### config.mk
export PLATFORM = sky130hd
export DESIGN_NAME = prio_rr_outport
export DESIGN_NICKNAME = d
export VERILOG_FILES = /design/src/rtl/noc_op_pkg.sv /design/src/rtl/op_credit.sv /design/src/rtl/op_lane.sv /design/src/rtl/prio_rr_outport.sv
export SDC_FILE = /design/constraint.sdc
export NUM_CORES = 1
export LEC_CHECK = 0
export BUFFER_PORTS_ARGS = -buffer_cell sky130_fd_sc_hd__buf_4
export CAP_MARGIN = 5
export CORE_ASPECT_RATIO = 1.1
export CORE_UTILIZATION = 49
export CTS_CLUSTER_DIAMETER = 40
export CTS_CLUSTER_SIZE = 20
export DETAILED_ROUTE_END_ITERATION = 6
export PLACE_DENSITY_LB_ADDON = 0.15
export SKIP_LAST_GASP = 1
export SLEW_MARGIN = 20
export SYNTH_ARGS = -nofsm -noshare
export SYNTH_HDL_FRONTEND = slang
export SYNTH_SLANG_ARGS = --single-unit
### constraint.sdc
create_clock -name clk -period 8.9 [get_ports clk]
set_input_delay 2.67 -clock clk [delete_from_list [all_inputs] [get_ports clk]]
set_output_delay 2.67 -clock clk [all_outputs]
set_load 0.02 [all_outputs]
### src/rtl/noc_op_pkg.sv
package noc_op_pkg;
  localparam int MAX_IN = 8;
  localparam int PICK_W = 3;

  typedef enum logic [1:0] {
    K_IDLE   = 2'b00,
    K_BODY   = 2'b01,
    K_END    = 2'b10,
    K_SINGLE = 2'b11
  } flit_kind_e;

  // {found, index}: first requester at or after ptr, wrapping at n
  function automatic logic [PICK_W:0] rr_pick(input logic [MAX_IN-1:0] req,
                                             input logic [PICK_W-1:0] ptr,
                                             input int n);
    logic [PICK_W:0] r;
    int idx;
    r = '0;
    for (int k = 0; k < MAX_IN; k++) begin
      if (k < n && !r[PICK_W]) begin
        idx = (int'(ptr) + k) % n;
        if (req[idx]) r = {1'b1, PICK_W'(idx)};
      end
    end
    return r;
  endfunction

  function automatic int next_ptr(input int idx, input int n);
    return (idx + 1) % n;
  endfunction

  function automatic logic is_tail(input logic [1:0] kind);
    return (kind == K_END) || (kind == K_SINGLE);
  endfunction

  function automatic int credit_next(input int cnt, input logic send, input logic ret);
    return cnt - int'(send) + int'(ret);
  endfunction
endpackage

### src/rtl/op_credit.sv
module op_credit
  import noc_op_pkg::*;
#(
  parameter int CREDIT_MAX = 4,
  localparam int CNT_W = $clog2(CREDIT_MAX + 1)
) (
  input  logic             clk,
  input  logic             rst_n,
  input  logic             send,
  input  logic             ret,
  output logic             avail,
  output logic [CNT_W-1:0] count
);
  always_ff @(posedge clk) begin
    if (!rst_n) count <= CNT_W'(CREDIT_MAX);
    else        count <= CNT_W'(credit_next(int'(count), send, ret));
  end

  assign avail = (count != '0);
endmodule

### src/rtl/op_lane.sv
module op_lane
  import noc_op_pkg::*;
#(
  parameter int NUM_IN = 5,
  parameter int FLIT_W = 16,
  localparam int IDX_W = $clog2(NUM_IN)
) (
  input  logic                     clk,
  input  logic                     rst_n,
  input  logic [NUM_IN-1:0]        req,
  input  logic [NUM_IN*FLIT_W-1:0] flits,
  input  logic                     may_send,
  output logic                     cand_ok,
  output logic                     fire,
  output logic [NUM_IN-1:0]        pop,
  output logic [FLIT_W-1:0]        sel_flit,
  output logic                     locked,
  output logic [IDX_W-1:0]         owner
);
  logic [IDX_W-1:0]  ptr;
  logic [IDX_W-1:0]  cand_idx;
  logic [PICK_W:0]   pick;

  always_comb begin
    pick = rr_pick(MAX_IN'(req), PICK_W'(ptr), NUM_IN);
    if (locked) begin
      cand_ok  = req[owner];
      cand_idx = owner;
    end else begin
      cand_ok  = pick[PICK_W];
      cand_idx = IDX_W'(pick[PICK_W-1:0]);
    end
    fire     = cand_ok && may_send;
    sel_flit = flits[int'(cand_idx)*FLIT_W +: FLIT_W];
    pop      = fire ? (NUM_IN'(1) << cand_idx) : '0;
  end

  always_ff @(posedge clk) begin
    if (!rst_n) begin
      locked <= 1'b0;
      owner  <= '0;
      ptr    <= '0;
    end else if (fire) begin
      if (is_tail(sel_flit[FLIT_W-1 -: 2])) begin
        locked <= 1'b0;
        ptr    <= IDX_W'(next_ptr(int'(cand_idx), NUM_IN));
      end else begin
        locked <= 1'b1;
        owner  <= cand_idx;
      end
    end
  end
endmodule

### src/rtl/prio_rr_outport.sv
module prio_rr_outport
  import noc_op_pkg::*;
#(
  parameter int NUM_IN     = 5,
  parameter int FLIT_W     = 16,
  parameter int CREDIT_MAX = 4,
  localparam int IDX_W = $clog2(NUM_IN),
  localparam int CNT_W = $clog2(CREDIT_MAX + 1)
) (
  input  logic                     clk,
  input  logic                     rst_n,
  input  logic [NUM_IN-1:0]        req_sig,
  input  logic [NUM_IN*FLIT_W-1:0] flits_sig,
  input  logic [NUM_IN-1:0]        req_rw,
  input  logic [NUM_IN*FLIT_W-1:0] flits_rw,
  input  logic                     credit_ret_sig,
  input  logic                     credit_ret_rw,
  output logic [NUM_IN-1:0]        pop_sig,
  output logic [NUM_IN-1:0]        pop_rw,
  output logic [FLIT_W-1:0]        out_flit,
  output logic                     out_valid,
  output logic                     out_level
);
  // level 0 = urgent (signalling), level 1 = bulk (read/write)
  logic [1:0][NUM_IN-1:0]        req_l;
  logic [1:0][NUM_IN*FLIT_W-1:0] flits_l;
  logic [1:0]                    ret_l;
  logic [1:0]                    credit_ok;
  logic [1:0][CNT_W-1:0]         credit_cnt;
  logic [1:0]                    may_send;
  logic [1:0]                    cand_ok;
  logic [1:0]                    fire;
  logic [1:0][NUM_IN-1:0]        pop_l;
  logic [1:0][FLIT_W-1:0]        sel_l;
  logic [1:0]                    lane_locked;
  logic [1:0][IDX_W-1:0]         lane_owner;

  assign req_l   = {req_rw, req_sig};
  assign flits_l = {flits_rw, flits_sig};
  assign ret_l   = {credit_ret_rw, credit_ret_sig};

  // urgent level sends on credit alone; bulk yields whenever urgent fires
  assign may_send[0] = credit_ok[0];
  assign may_send[1] = credit_ok[1] && !fire[0];

  for (genvar l = 0; l < 2; l++) begin : g_level
    op_credit #(.CREDIT_MAX(CREDIT_MAX)) i_credit (
      .clk  (clk),
      .rst_n(rst_n),
      .send (fire[l]),
      .ret  (ret_l[l]),
      .avail(credit_ok[l]),
      .count(credit_cnt[l])
    );

    op_lane #(.NUM_IN(NUM_IN), .FLIT_W(FLIT_W)) i_lane (
      .clk     (clk),
      .rst_n   (rst_n),
      .req     (req_l[l]),
      .flits   (flits_l[l]),
      .may_send(may_send[l]),
      .cand_ok (cand_ok[l]),
      .fire    (fire[l]),
      .pop     (pop_l[l]),
      .sel_flit(sel_l[l]),
      .locked  (lane_locked[l]),
      .owner   (lane_owner[l])
    );
  end

  assign pop_sig = pop_l[0];
  assign pop_rw  = pop_l[1];

  always_ff @(posedge clk) begin
    if (!rst_n) begin
      out_valid <= 1'b0;
      out_level <= 1'b0;
      out_flit  <= '0;
    end else begin
      out_valid <= |fire;
      out_level <= fire[1];
      out_flit  <= fire[0] ? sel_l[0] : (fire[1] ? sel_l[1] : '0);
    end
  end
endmodule

-- Word level (Yosys, flattened, before mapping)
Cells that the tools add are included.
- input port bits: 174
- bits in read-only memories: 0
- memories: 0
- bits in writable memories: 0
- output and inout port bits: 28
- register bits after elaboration: 38
- latch bits: 0
- multiplexer cells: 62
- eq/ne operators: 4
- bitwise logic cells: 2
- divide/modulo/power cells: 12
- $mul: 0
- $add $sub $neg: 14
- magnitude comparators: 12
- shift operators: 4
- reductions and logical operators: 13
- operators with widths (cell ; number):
    $lt A32 B5 Y1 const B ; 10
    $mod A32 B4 Y32 const B ; 10
    $shiftx A80 B8 Y16 ; 2
    $mux W4 ; 18
    $mod A4 B4 Y32 const B ; 2
    $bmux W1 S3 ; 12
    $mux W16 ; 2
    $mux W1 ; 26
    $add A3 B1 Y4 const B ; 4
    $add A3 B2 Y4 const B ; 4
    $mux W5 ; 2
    $shl A1 B3 Y5 const A ; 2
    $add A3 B3 Y4 const B ; 2
    $eq A2 B2 Y1 const B ; 4
    $lt A3 B4 Y1 const B ; 2
    $reduce_and A2 Y1 ; 4
    $add A3 B2 Y3 ; 2
    $mux W3 ; 2
    $reduce_bool A3 Y1 ; 2
    $sub A3 B1 Y3 ; 2
    $logic_and A1 B1 Y1 ; 3
    $logic_or A1 B1 Y1 ; 2
    $not A1 Y1 ; 2
    $reduce_or A2 Y1 ; 1
    $logic_not A1 Y1 ; 1

-- Longest topological paths before layout
Gate-level depths: netlist of the first run.
- word-level depth: 20
- depth in mapped cells: 38

-- Cells and area by module
A second synthesis of the first run with hierarchy kept.
- cells, all modules: 872
- area, all modules: 7059.3 um2
- by module, submodules not included (module ; instances ; sequential area each (um2) ; area an instance (um2) ; cells an instance):
    op_lane at g_level[0].i_lane ; 1 ; 140.1 ; 3094.2 ; 428
    op_lane at g_level[1].i_lane ; 1 ; 140.1 ; 2917.8 ; 338
    prio_rr_outport ; 1 ; 360.3 ; 724.4 ; 78
    op_credit ; 2 ; 60.1 ; 161.4 ; 14

-- Least setup slack after synthesis of the first run
Ideal clock, no wire load.
- path kind: reg2out
- from: register g_level[1].i_lane.ptr[0]
- to: output pop_rw[3]
- setup slack: 345 ps
- path buffers: 5
- stages on the path, launching flop included: 29
- data arrival time: 5885 ps
- required time: 6230 ps
- path through: dfxtp_1 buf_6 inv_1 buf_2 ha_1 clkbuf_1 inv_1 ha_1 inv_1 ha_1 or3_4 nand3_1 and2_1 inv_1 ha_1 nand2b_1 nand3_1 a21oi_1 mux2_2 a221o_1 o2bb2ai_2 and3_2 nor2_1 o31ai_4 clkinv_1 clkbuf_1 ha_1 clkbuf_1 and3_1
- cells in the longest elaborated chain, start to end: 16
- RTL lines (element ; RTL line ; source):
    start, declared ; op_lane.sv:20 ; logic [IDX_W-1:0] ptr;
    start signal, assigned ; op_lane.sv:46 ; ptr <= IDX_W'(next_ptr(int'(cand_idx), NUM_IN));
    $add A3 B1 Y4 / $mod A4 B4 Y32 (equally long branches) ; noc_op_pkg.sv:21 ; idx = (int'(ptr) + k) % n;
    $mod A32 B4 Y32 / $bmux W1 S3 (equally long branches) ; noc_op_pkg.sv:21, noc_op_pkg.sv:22 ;
    $bmux W1 S3 / $mux W1 (equally long branches) ; noc_op_pkg.sv:22 ; if (req[idx]) r = {1'b1, PICK_W'(idx)};
    $mux W1 (implied by the code) ; noc_op_pkg.sv:22 ;
    $mux W1 (implied by the code) / $mux W4 (equally long branches) ; noc_op_pkg.sv:22 ;
    $mux W4 ; noc_op_pkg.sv:22 ;
    $mux W4 ; noc_op_pkg.sv:20 ; if (k < n && !r[PICK_W]) begin
    $mux W4 ; noc_op_pkg.sv:22 ;
    $mux W4 ; noc_op_pkg.sv:20 ;
    $mux W4 ; noc_op_pkg.sv:22 ;
    $mux W4 ; noc_op_pkg.sv:20 ;
    $mux W4 ; noc_op_pkg.sv:22 ;
    $mux W4 * ; noc_op_pkg.sv:20 ;
    $mux W3 * ; op_lane.sv:26 ; if (locked) begin
    net g_level[1].i_lane.cand_idx[0] ; op_lane.sv:21 ; logic [IDX_W-1:0] cand_idx;
    $shl A1 B3 Y5 * ; op_lane.sv:35 ; pop = fire ? (NUM_IN'(1) << cand_idx) : '0;
    $mux W5 * ; op_lane.sv:35 ;
    end, declared ; prio_rr_outport.sv:19 ; output logic [NUM_IN-1:0] pop_rw,
Mark *: on every way through the listed nets, which the timed path passes. The rest lies on a longest branch. The select of a mux whose other input is x is not followed.

-- Worst setup path after layout of the first run
- from: register g_level[1].i_lane.ptr[0]
- to: output pop_rw[3]
- cells in the longest elaborated chain, start to end: 16
- RTL lines (element ; RTL line):
    $add A3 B1 Y4 / $mod A4 B4 Y32 (equally long branches) ; noc_op_pkg.sv:21
    $mod A32 B4 Y32 / $bmux W1 S3 (equally long branches) ; noc_op_pkg.sv:21, noc_op_pkg.sv:22
    $bmux W1 S3 / $mux W1 (equally long branches) ; noc_op_pkg.sv:22
    $mux W1 (implied by the code) ; noc_op_pkg.sv:22
    $mux W1 (implied by the code) / $mux W4 (equally long branches) ; noc_op_pkg.sv:22
    $mux W4 ; noc_op_pkg.sv:22
    $mux W4 ; noc_op_pkg.sv:20
    $mux W4 ; noc_op_pkg.sv:22
    $mux W4 ; noc_op_pkg.sv:20
    $mux W4 ; noc_op_pkg.sv:22
    $mux W4 ; noc_op_pkg.sv:20
    $mux W4 ; noc_op_pkg.sv:22
    $mux W4 * ; noc_op_pkg.sv:20
    $mux W3 ; op_lane.sv:26
    $shl A1 B3 Y5 ; op_lane.sv:35
    $mux W5 * ; op_lane.sv:35
Every way passes the cells marked *; elsewhere a longest branch is shown, timed or not. The select of a mux whose other input is x is not followed.

==> impl_results.md, run 1 <==
- Core area: between 0.01 and 0.015 sq mm
- DR iter-0 viols: between 400 and 500
- Die height: 126.8 um
- Number of diodes: 0
- Switching power: roughly 1.3 mW
- Yosys top cell by area: mux2i_1
- Setup_tns: 0 ns
- Startpoint Class: flip-flop
- Layout cell share with drive strength beyond 1: a little over a quarter
- Via count: ~7300
- Cell with the most instances after synthesis: mux2i_1
- Synth top area cells: mux2i_1 (15%), dfxtp_1 (11%), ha_1 (10%), nand2_1 (5.0%), mux4_2 (2.6%)
- Register area share after synthesis: a little over a tenth
- Top-area cell type share of the netlist area: 15.45%
- Status: finished with violations
- Filler Cell Count: ~1200
- NumNets Final: 1282
- Worst-path cell chain: inv_1 > ha_1 > inv_1 > ha_1 > inv_1 > ha_1 > or3_4 > nand3_1 > and2_1 > inv_1 > ha_1 > nand2b_1 > nand3_1 > a21oi_2 > mux2_2 > a221o_1 > o2bb2ai_2 > and3_2 > nor2_1 > o31ai_4 > clkinv_1 > ha_1 > and3_1 > buf_4
- Pwr dens: between 200 and 300 mW/mm^2
- Flop and latch count out of synthesis: 38
- Die W: around 120 um
- Number of global-route vias before repair: 6669
- Max H-tree Level: 2
- Actual slew at the worst max-slew pin: slightly below 0.9 ns
- Maximum vdd drop: 0.1692 mV
- WL per Instance: 17.60 um
- Total GRT Usage: a little under 30%
- Sw frac: about half
- Part of the power in registers: ~11%
- Crit-path max FO: 8
- Remaining Overflow, GRT: 0
- Worst-path clk slew: approximately 0.060 ns
- Area Overhead vs Synth: 25.93%
- Setup violators final: 0
- Hold_buf cts: 0
- CP dominant cell by count: ha_1
- Antenna violations before repair: 0
- Syn_nets: around 1100
- Tmin final: around 8.5 ns
- Fin cells: between 1000 and 1500
- Clk network pwr share: roughly 9%
- Crit end category: output pin
- Row count: 45
- Period utilisation layout: a little over nine tenths
- Slew Viols, Final: 0
- Max_slew headroom: roughly 40%
- CP required: 6.23 ns
- EDFF count, synth: 0
- DP HPWL: around 18 mm
- First-pass GRT wire length: ~33 mm
- Setup CP Type: reg -> out
- RSZ-0062 raised after global routing: false
- Residual DRC: 2
- Die area: 0.01463 sq mm
- Internal Power: 1.251 mW
- DRT antenna net count: 0
- Num CTS Buffers: 5
- Area of the mapped netlist: approximately 0.0069 sq mm
- Synth Warn #: 0
- Most frequent cells after synthesis: mux2i_1 (107), nand2_1 (92), ha_1 (57)
- Placed cells: approximately 1200
- Starting Density: approximately 50%
- Post-Syn Instances: slightly below 900
- Max incr delay on CP: 0.43 ns
- Commonest register cell after synthesis: dfxtp_1
- Largest net degree at the start of global routing: 38
- Synth async-reset ratio: 0%
- Mapped Avg Cell Area: between 7 and 8 sq um
- Hold Path Class: reg -> reg
- Clk sink count: 38
- I/O pin total: 202
- Cell chosen for the clock root: clkbuf_16
- Clk_lat worst skew: between 0.2 and 0.3 ns
- RePlAce Congestion: a little over 0.9
- CTS tree: built
- Fmax: roughly 0.12 GHz
- CTS Buffer Depth: 2
- Routed wire length: about 22 mm
- Distinct cells, synth: about 100
- CP max stage cell: ha_1
- Final Hold Viols: 0
- Total of max-cap violations: 0
- Port Buffers: ~200
- Worst Skew: around 0.0057 ns
- CP Data Arrival Time: about 5.9 ns
- Combinational power share: approximately 80%
- Post-DR vias/cell: 5.922
- Failing checks: design-rule violations
- Leak pwr: ~4 nW
- 1st-pass router iterations: 7
- Worst reg-to-reg setup slack: 1.59 ns
## registers in the layout, summed over array words and instances (netlist names)
register	cells
out_flit	16
out_valid	1
g_level.i_lane.ptr	6
g_level.i_credit.count	6
g_level.i_lane.owner	6
out_level	1
g_level.i_lane.locked	2
## power by group through the flow
stage / combinational, mW / sequential (mW) / clock [mW]
after floorplan: 1.51 / 0.305 / 0
after global placement: 1.99 / 0.278 / 0
after detailed placement: 2.00 / 0.279 / 0
after CTS: 2.01 / 0.276 / 0.234
after global routing: 2.20 / 0.282 / 0.244
final: 2.03 / 0.275 / 0.232
## final timing paths
| path | startpoint | end | cells after the start |
|---|---|---|---|
| max | g_level[1].i_lane.ptr[0] | pop_rw[3] | 24 |
| min | g_level[0].i_lane.owner[0] | g_level[0].i_lane.owner[0] | 2 |
| max reg2reg | g_level[1].i_lane.ptr[0] | g_level[1].i_lane.ptr[1] | 33 |
| min reg2reg | g_level[0].i_lane.owner[0] | g_level[0].i_lane.owner[0] | 2 |
## worst max-delay path, delay by kind of cell (launching register included)
kind            cells  cell delay, ns
flops               1            0.32
simple gates        8            1.52
compound gates      4            1.14
fa+ha+maj           5            1.52
mux                 1            0.35
buf+inv             6            0.71
## area by class of cell
type | instances | area, sq um | area share, %
Multi-Input combinational cell | 731 | 5683 | 65.09
Timing Repair Buffer | 221 | 1663 | 19.05
Sequential cell | 38 | 760.7 | 8.713
Tap cell | 188 | 235.2 | 2.694
Inverter | 52 | 195.2 | 2.236
Clock buffer | 5 | 125.1 | 1.433
Clock inverter | 3 | 68.82 | 0.7882
## timing repair
| action | in CTS | in global routing |
|---|---|---|
| setup endpoints to repair | 0 | 3 |
| resized for setup | 0 | 3 |
| buffers inserted | 0 | 0 |
## per-layer routing
| metal | GRT usage [%] | routed length, um | vias up | part of all wire, % |
|---|---|---|---|---|
| met3 | 3.870 | 1111 | 44 | 5.1 |
| met1 | 36.54 | 9338 | 3383 | 43 |
| met5 | 0 | 0 | - | 0 |
| met4 | 8.556 | 671 | 0 | 3.1 |
| li1 | - | - | 3649 | - |
| met2 | 50.41 | 10670 | 255 | 49 |
## per-stage QoR
| step | utilization (%) | instance area [sq um] | worst slack [ns] | hold slack (ns) | total power, mW |
|---|---|---|---|---|---|
| after floorplan | - | 6933 | 0.3448 | 0.4615 | 1.813 |
| after global placement | 61.82 | 8528 | 0.5961 | 0.4840 | 2.263 |
| after detailed placement | 61.82 | 8528 | 0.5388 | 0.4872 | 2.282 |
| after CTS | 63.23 | 8722 | 0.4335 | 0.5021 | 2.522 |
| after global routing | 63.29 | 8731 | 0.02728 | 0.5497 | 2.728 |
| final | 63.29 | 8731 | 0.3825 | 0.5019 | 2.534 |
## cell families (layout without fill, tap and decap cells)
kind of cell / after synthesis / count (layout) / share of synthesized area (%)
simple gates: 285 / 285 / 21.66
fa+ha+maj: 59 / 59 / 10.86
mux: 123 / 123 / 19.40
xor+xnor: 25 / 25 / 3.267
flops: 38 / 38 / 10.97
buf+inv: 110 / 281 / 7.129
compound gates: 239 / 239 / 26.71
## layout by cell type (no fill, tap or decap), drive strengths merged, types with 6 or more instances in the layout
master   instances
nor4             9
o2111ai          7
mux2i          107
and2            14
a22oi           18
xor2             6
a211o           10
nand2           95
a211oi           9
o21ai           31
a21o            12
o31ai            8
nand3           23
xnor2           19
mux2             8
a31oi           11
a32oi           18
buf            221
nor2b           15
ha              57
o22ai            6
nor2            44
inv             50
mux4             8
o211ai          14
nand2b          20
nor3            14
a221oi           6
dfxtp           38
a21oi           34
and3            15
(Power assumes the default switching activity.)
==> run 2, diff against run 1 <==
- ABC_AREA: not set -> 1
- CORE_UTILIZATION: 49 -> 48
==> impl_results.md, run 2 <==
- CP dominant cell by count: nand2_1
- Syn_nets: 1294 (+16%)
- Antenna violations before repair: 0 (unchanged)
- Setup CP Type: reg -> out
- Max reg flops: 16 (unchanged)
- CP required: 6.23 ns (about the same)
- Setup_tns: 0 ns (unchanged)
- Number of diodes: 0 (unchanged)
- Clk_lat worst skew: 0.28 ns (about the same)
- Starting Density: 49.34% (-0.92 points)
- Final cell utilization of the core: 63.04% (-0.25 points)
- RR Endpoint: g_level[1].i_lane.ptr[2]
- Core area: 0.01264 sq mm (-8.3%)
- Top-area cell type share of the netlist area: 13.90% (-1.5 points)
- Origin of the worst setup path: g_level[0].i_lane.ptr[0]
- Number of global-route vias before repair: 6742 (+1.1%)
- Worst-path clk slew: 0.05 ns (about the same)
- Max H-tree Level: 2 (unchanged)
- CP Data Arrival Time: 5.32 ns (-0.53 ns)
- Hold Path Class: reg -> reg
- Startpoint Class: flip-flop
- CTS Buffer Depth: 2 (unchanged)
- Hold Path Stages: 2 (unchanged)
- Worst reg-to-reg setup slack: 2.95 ns (+1.36 ns)
- Synth Warn #: 0 (unchanged)
- Crit end category: output pin
- Commonest cells after routing, fill and taps aside: nand2_1 (231), buf_4 (209), inv_1 (137)
- RePlAce Congestion: 0.9248 (+1.5%)
- Port Buffers: 201 (unchanged)
- Filler Cell Count: 1283 (+4.4%)
- Remaining Overflow, GRT: 0 (unchanged)
- Total of max-cap violations: 0 (unchanged)
- Area Overhead vs Synth: 27.76%
- Worst Skew: 0.005977 ns (+0.0003237 ns)
- Register area share after synthesis: 12.19% (+1.2 points)
- Post-Syn Instances: 1061 (+21%)
- Worst r2r src: g_level[1].i_lane.ptr[1]
- R2R cell count: 40 (+21%)
- Via count: 7326 (-0.068%)
- Commonest non-fill, non-tap cell in the layout: nand2_1
- Post-DR vias/cell: 5.233 (-12%)
- Hold Crit Start: g_level[1].i_lane.owner[2]
- Cell chosen for the clock root: clkbuf_16
- Synth async-reset ratio: 0% (unchanged)
- Worst Hold End: g_level[1].i_lane.owner[2]
- Die area: 0.01346 sq mm (-8.0%)
- EDFF count, synth: 0 (unchanged)
- I/O pin total: 202 (unchanged)
- Mapped Avg Cell Area: 5.880 sq um (-25%)
- Max_slew headroom: 34.27% (-6.4 points)
- Largest net degree at the start of global routing: 38 (unchanged)
- Yosys top cell by area: nand2_1
- RSZ-0062 raised after global routing: false
- First-pass GRT wire length: 30.91 mm (-7.7%)
- Flop and latch count out of synthesis: 38 (unchanged)
- Routed wire length: 19.23 mm (-12%)
- Fmax: 0.1251 GHz (+6.6%)
- Cell with the most instances after synthesis: nand2_1
- Max incr delay on CP: 0.31 ns (-0.12 ns)
- CP max stage cell: ha_1
- Residual DRC: 0 (-2)
- Bufs and invs on worst path: 9 (+3)
- Area of the mapped netlist: 0.006238 sq mm (-10%)
- Crit-path max FO: 35 (+27)
- Slew Viols, Final: 0 (unchanged)
- Die height: 121.6 um (-4.1%)
- # resized after CTS: 0 (unchanged)
- Hold_buf cts: 0 (unchanged)
- Total GRT Usage: 27.92% (-0.98 points)
- Tmin final: 7.992 ns (-0.5256 ns)
- Period utilisation layout: 89.80% (-5.9 points)
- 1st-pass router iterations: 6 (-1)
- DP HPWL: 15.92 mm (-10%)
- Die W: 110.7 um (-4.1%)
- Final Hold Viols: 0 (unchanged)
- Actual slew at the worst max-slew pin: 0.9823 ns (+0.09682 ns)
- Distinct cells, synth: 50 (-51%)
- Clk sink count: 38 (unchanged)
- Commonest register cell after synthesis: dfxtp_1
- Status: complete, no violations
- Most frequent cells after synthesis: nand2_1 (231), inv_1 (137), nor2_1 (116)
- DR iter-0 viols: 325 (-27%)
- NumNets Final: 1475 (+15%)
- Cell family with most CP delay: simple AND/OR/NAND/NOR gates
- Layout cell share with drive strength beyond 1: 24.94% (-2.2 points)
- Setup Buffers After CTS: 0 (unchanged)
- Row count: 43 (-4.4%)
- Synth top area cells: nand2_1 (14%), dfxtp_1 (12%), ha_1 (11%), inv_1 (8.2%), o21ai_0 (8.2%)
- Setup violators final: 0 (unchanged)
- Top reg by flops: out_flit
- CTS tree: built
- DRT antenna net count: 0 (unchanged)
- Num CTS Buffers: 5 (unchanged)
- WL per Instance: 13.74 um (-22%)
run 2: cell types whose count changed after synthesis, moves of 27 or more:
cell,delta
nand2_2,+32
nor2_1,+74
o21ai_1,+27
inv_1,+94
mux2i_1,-106
nand3_1,+53
o21ai_0,+74
nand2_1,+139
run 2: cell type report:
type	count	area [sq um]	area share [%]
clock buffer	7	132.6	1.664
clock inverter	1	30.03	0.3768
inverter	156	590.6	7.410
multi-input combinational	832	4691	58.85
sequential	38	760.7	9.545
tap	157	196.4	2.465
timing repair buffer	209	1569	19.69
run 2: worst max-delay path by stage:
stage,to,slack (ns),depth (start not counted)
6_report,pop_sig[1],0.91,33
4_1_cts,pop_sig[1],0.94,33
3_5_place_dp,pop_sig[1],0.98,21
2_1_floorplan,pop_rw[1],1.34,16
3_3_place_gp,pop_sig[1],1.05,21
5_1_grt,pop_sig[1],0.25,33
run 2: worst min-delay path, cell delays in order (launching register included):
cell     delay (ns)
dfxtp_1        0.33
inv_1          0.06
a21oi_1        0.05
run 2: routing by layer:
| layer | share of wire (%) | GRT usage, % | vias up |
|---|---|---|---|
| li1 | - | - | 3840 |
| met1 | 40 | 30.76 | 3251 |
| met2 | 51 | 53.69 | 196 |
| met3 | 4.8 | 4.527 | 39 |
| met4 | 3.3 | 10.33 | 0 |
| met5 | 0 | 0 | - |
run 2: cells by family after synthesis:
group                    after synthesis  share of synthesized area [%]
flip-flops                            38                          12.19
AO/OA/AOI/OAI                        248                          23.49
multiplexers                           1                         0.1605
XOR/XNOR                              15                          2.226
AND/OR/NAND/NOR                      509                          37.24
buffers and inverters                191                          12.62
adder cells (fa/ha/maj)               59                          12.07
run 2: metrics by stage:
step / instance area (sq um) / setup slack (ns) / instances / hold slack (ns)
after detailed placement: 7807 / 0.9783 / 1392 / 0.4708
after CTS: 7970 / 0.9424 / 1400 / 0.4788
final: 7970 / 0.9082 / 1400 / 0.4791
after global placement: 7807 / 1.052 / 1392 / 0.4569
after global routing: 7970 / 0.2544 / 1400 / 0.5020
after floorplan: 6238 / 1.340 / 1061 / 0.4435
Power of run 2 is not shown: default switching activity piles up to over one toggle a cycle in this logic, so the estimate is an artifact.
==> run 3, diff against run 2 <==
- CORE_UTILIZATION: 48 -> 40
- SLEW_MARGIN: 20 -> not set
==> impl_results.md, run 3 (synthesized netlist as in run 2, its figures left out) <==
- Clk network pwr share: roughly 5.4%
- CTS Buffer Depth: 2 (unchanged)
- Number of diodes: 0 (unchanged)
- Leak pwr: around 4.2 nW
- Setup violators final: 0 (unchanged)
- Internal Power: approximately 1.5 mW
- Status: complete, no violations
- Total GRT Usage: 25.05% (-2.9 points)
- Num CTS Buffers: 5 (unchanged)
- Layout cell share with drive strength beyond 1: 25.04% (+0.10 points)
- CP required: 6.23 ns (about the same)
- Port Buffers: 201 (unchanged)
- Max H-tree Level: 2 (unchanged)
- Final WS setup: 0.9212 ns (+0.01300 ns)
- Actual slew at the worst max-slew pin: 1.033 ns (+0.05033 ns)
- Combinational power share: between 80% and 90%
- Worst-path clk slew: 0.05 ns (about the same)
- Cell chosen for the clock root: clkbuf_16
- Clk_lat worst skew: 0.29 ns (about the same)
- CP Data Arrival Time: 5.31 ns (about the same)
- Tmin final: 7.979 ns (-0.01300 ns)
- Pwr dens: 479.3 mW/mm^2
- Maximum vdd drop: between 0.3 and 0.4 mV
- Top sig layer: met4
- CP dominant cell by count: nand2_1
- Die W: 121.1 um (+9.4%)
- Hold Path Class: reg -> reg
- Largest net degree at the start of global routing: 40 (+5.3%)
- RePlAce Congestion: 0.8942 (-3.3%)
- Residual DRC: 0 (unchanged)
- Number of global-route vias before repair: 6675 (-0.99%)
- Sw frac: 60.55%
- Die height: 133.0 um (+9.4%)
- Post-route cell area: 0.008019 sq mm (+0.61%)
- CP max stage cell: nand2_1
- Crit-path max FO: 15 (-57%)
- Setup Buffers After CTS: 0 (unchanged)
- Max incr delay on CP: 0.39 ns (+0.08 ns)
- DR iter-0 viols: 292 (-10%)
- Max_slew headroom: 30.90% (-3.4 points)
- Remaining Overflow, GRT: 0 (unchanged)
- Slew Viols, Final: 0 (unchanged)
- Final cell utilization of the core: 52.85% (-10 points)
- DRT antenna net count: 0 (unchanged)
- 1st-pass router iterations: 5 (-1)
- M1 wire length: 8.504 mm (+9.3%)
- Register area: 760.7 sq um (unchanged)
- Routed wl met3: 1.113 mm (+20%)
- Commonest non-fill, non-tap cell in the layout: nand2_1
- CTS tree: built
- Top reg by flops: out_flit
- Starting Density: 41.12% (-8.2 points)
- WL per Instance: 14.14 um (+2.9%)
- Period utilisation layout: 89.65% (-0.15 points)
- Fmax: 0.1253 GHz (+0.16%)
- Total of max-cap violations: 0 (unchanged)
- Filler Cell Count: 1632 (+27%)
- Crit end category: output pin
- Multi-input logic area: 0.004691 sq mm (unchanged)
- I/O pin total: 202 (unchanged)
- Antenna violations before repair: 0 (unchanged)
- Setup_tns: 0 ns (unchanged)
- Core area: 0.01517 sq mm (+20%)
- Pre-CTS setup slack: 1.004 ns (+0.02532 ns)
- Part of the power in registers: under 10%
- Clk sink count: 38 (unchanged)
- Area Overhead vs Synth: 28.54%
- Met2 WL: 10.34 mm (+4.6%)
- Row count: 47 (+9.3%)
- Startpoint Class: flip-flop
- Placed cell areas: 0.007849 sq mm (+0.53%)
- # resized after CTS: 0 (unchanged)
- Placed cells: 1430 (+2.7%)
- NumNets Final: 1474 (-0.068%)
- Die area: 0.01610 sq mm (+20%)
- Fin cells: 1438 (+2.7%)
- Final Hold Viols: 0 (unchanged)
- Max reg flops: 16 (unchanged)
- Worst Skew: 0.01023 ns (+0.004254 ns)
- Setup CP Type: reg -> out
- DP HPWL: 17.04 mm (+7.0%)
- Commonest cells after routing, fill and taps aside: nand2_1 (231), buf_4 (208), inv_1 (137)
- Routed wire length: 20.33 mm (+5.7%)
- Switching power: about 2.3 mW
- RSZ-0062 raised after global routing: false
- Post-DR vias/cell: 5.091 (-2.7%)
- First-pass GRT wire length: 32.28 mm (+4.4%)
- Hold_buf cts: 0 (unchanged)
- Via count: 7321 (-0.068%)
==> run 3: cell count changes in the layout (fill, tap and decap cells not counted) <==
cell,change
clkinvlp_4,+2
buf_4,-1
clkbuf_1,-2
==> run 3: area by class of cell <==
| type | instances | area share [%] |
|---|---|---|
| Tap cell | 196 | 3.058 |
| Clock buffer | 5 | 1.560 |
| Multi-Input combinational cell | 832 | 58.50 |
| Sequential cell | 38 | 9.487 |
| Inverter | 156 | 7.365 |
| Timing Repair Buffer | 208 | 19.47 |
| Clock inverter | 3 | 0.5617 |
==> run 3: stage by stage <==
step | power (mW) | hold slack, ns
final | 3.843 | 0.4741
after CTS | 3.866 | 0.4712
after global routing | 4.287 | 0.5108
after global placement | 3.624 | 0.4580
after detailed placement | 3.648 | 0.4632
after floorplan | 2.864 | 0.4435
==> run 3: layer usage <==
| layer | global-route usage, % | vias to the layer above |
|---|---|---|
| met5 | 0 | - |
| met1 | 29.23 | 3288 |
| li1 | - | 3832 |
| met2 | 46.51 | 181 |
| met3 | 4.181 | 20 |
| met4 | 6.447 | 0 |
==> run 3: worst paths after layout <==
kind,start,to,slack [ns],depth (start not counted)
setup / recovery,g_level[0].i_lane.ptr[0],pop_sig[3],0.92,31
hold / removal,g_level[0].i_lane.owner[2],g_level[0].i_lane.owner[2],0.47,2
hold reg to reg,g_level[0].i_lane.owner[2],g_level[0].i_lane.owner[2],0.47,2
setup reg to reg,g_level[1].i_lane.ptr[0],g_level[1].i_lane.ptr[2],2.82,40
==> run 3: power by group through the flow <==
stage	clock, mW	combinational, mW	sequential [mW]
finish	0.208	3.36	0.279
global route	0.216	3.78	0.287
CTS	0.208	3.38	0.279
detailed placement	0	3.37	0.282
global placement	0	3.34	0.281
floorplan	0	2.56	0.307
==> run 3: critical path: cells and delay by family (launching register included) <==
kind	cells	cell delay, ns
xor+xnor	1	0.32
buf+inv	8	0.81
flops	1	0.29
simple gates	15	1.80
compound gates	1	0.31
fa+ha+maj	6	1.49
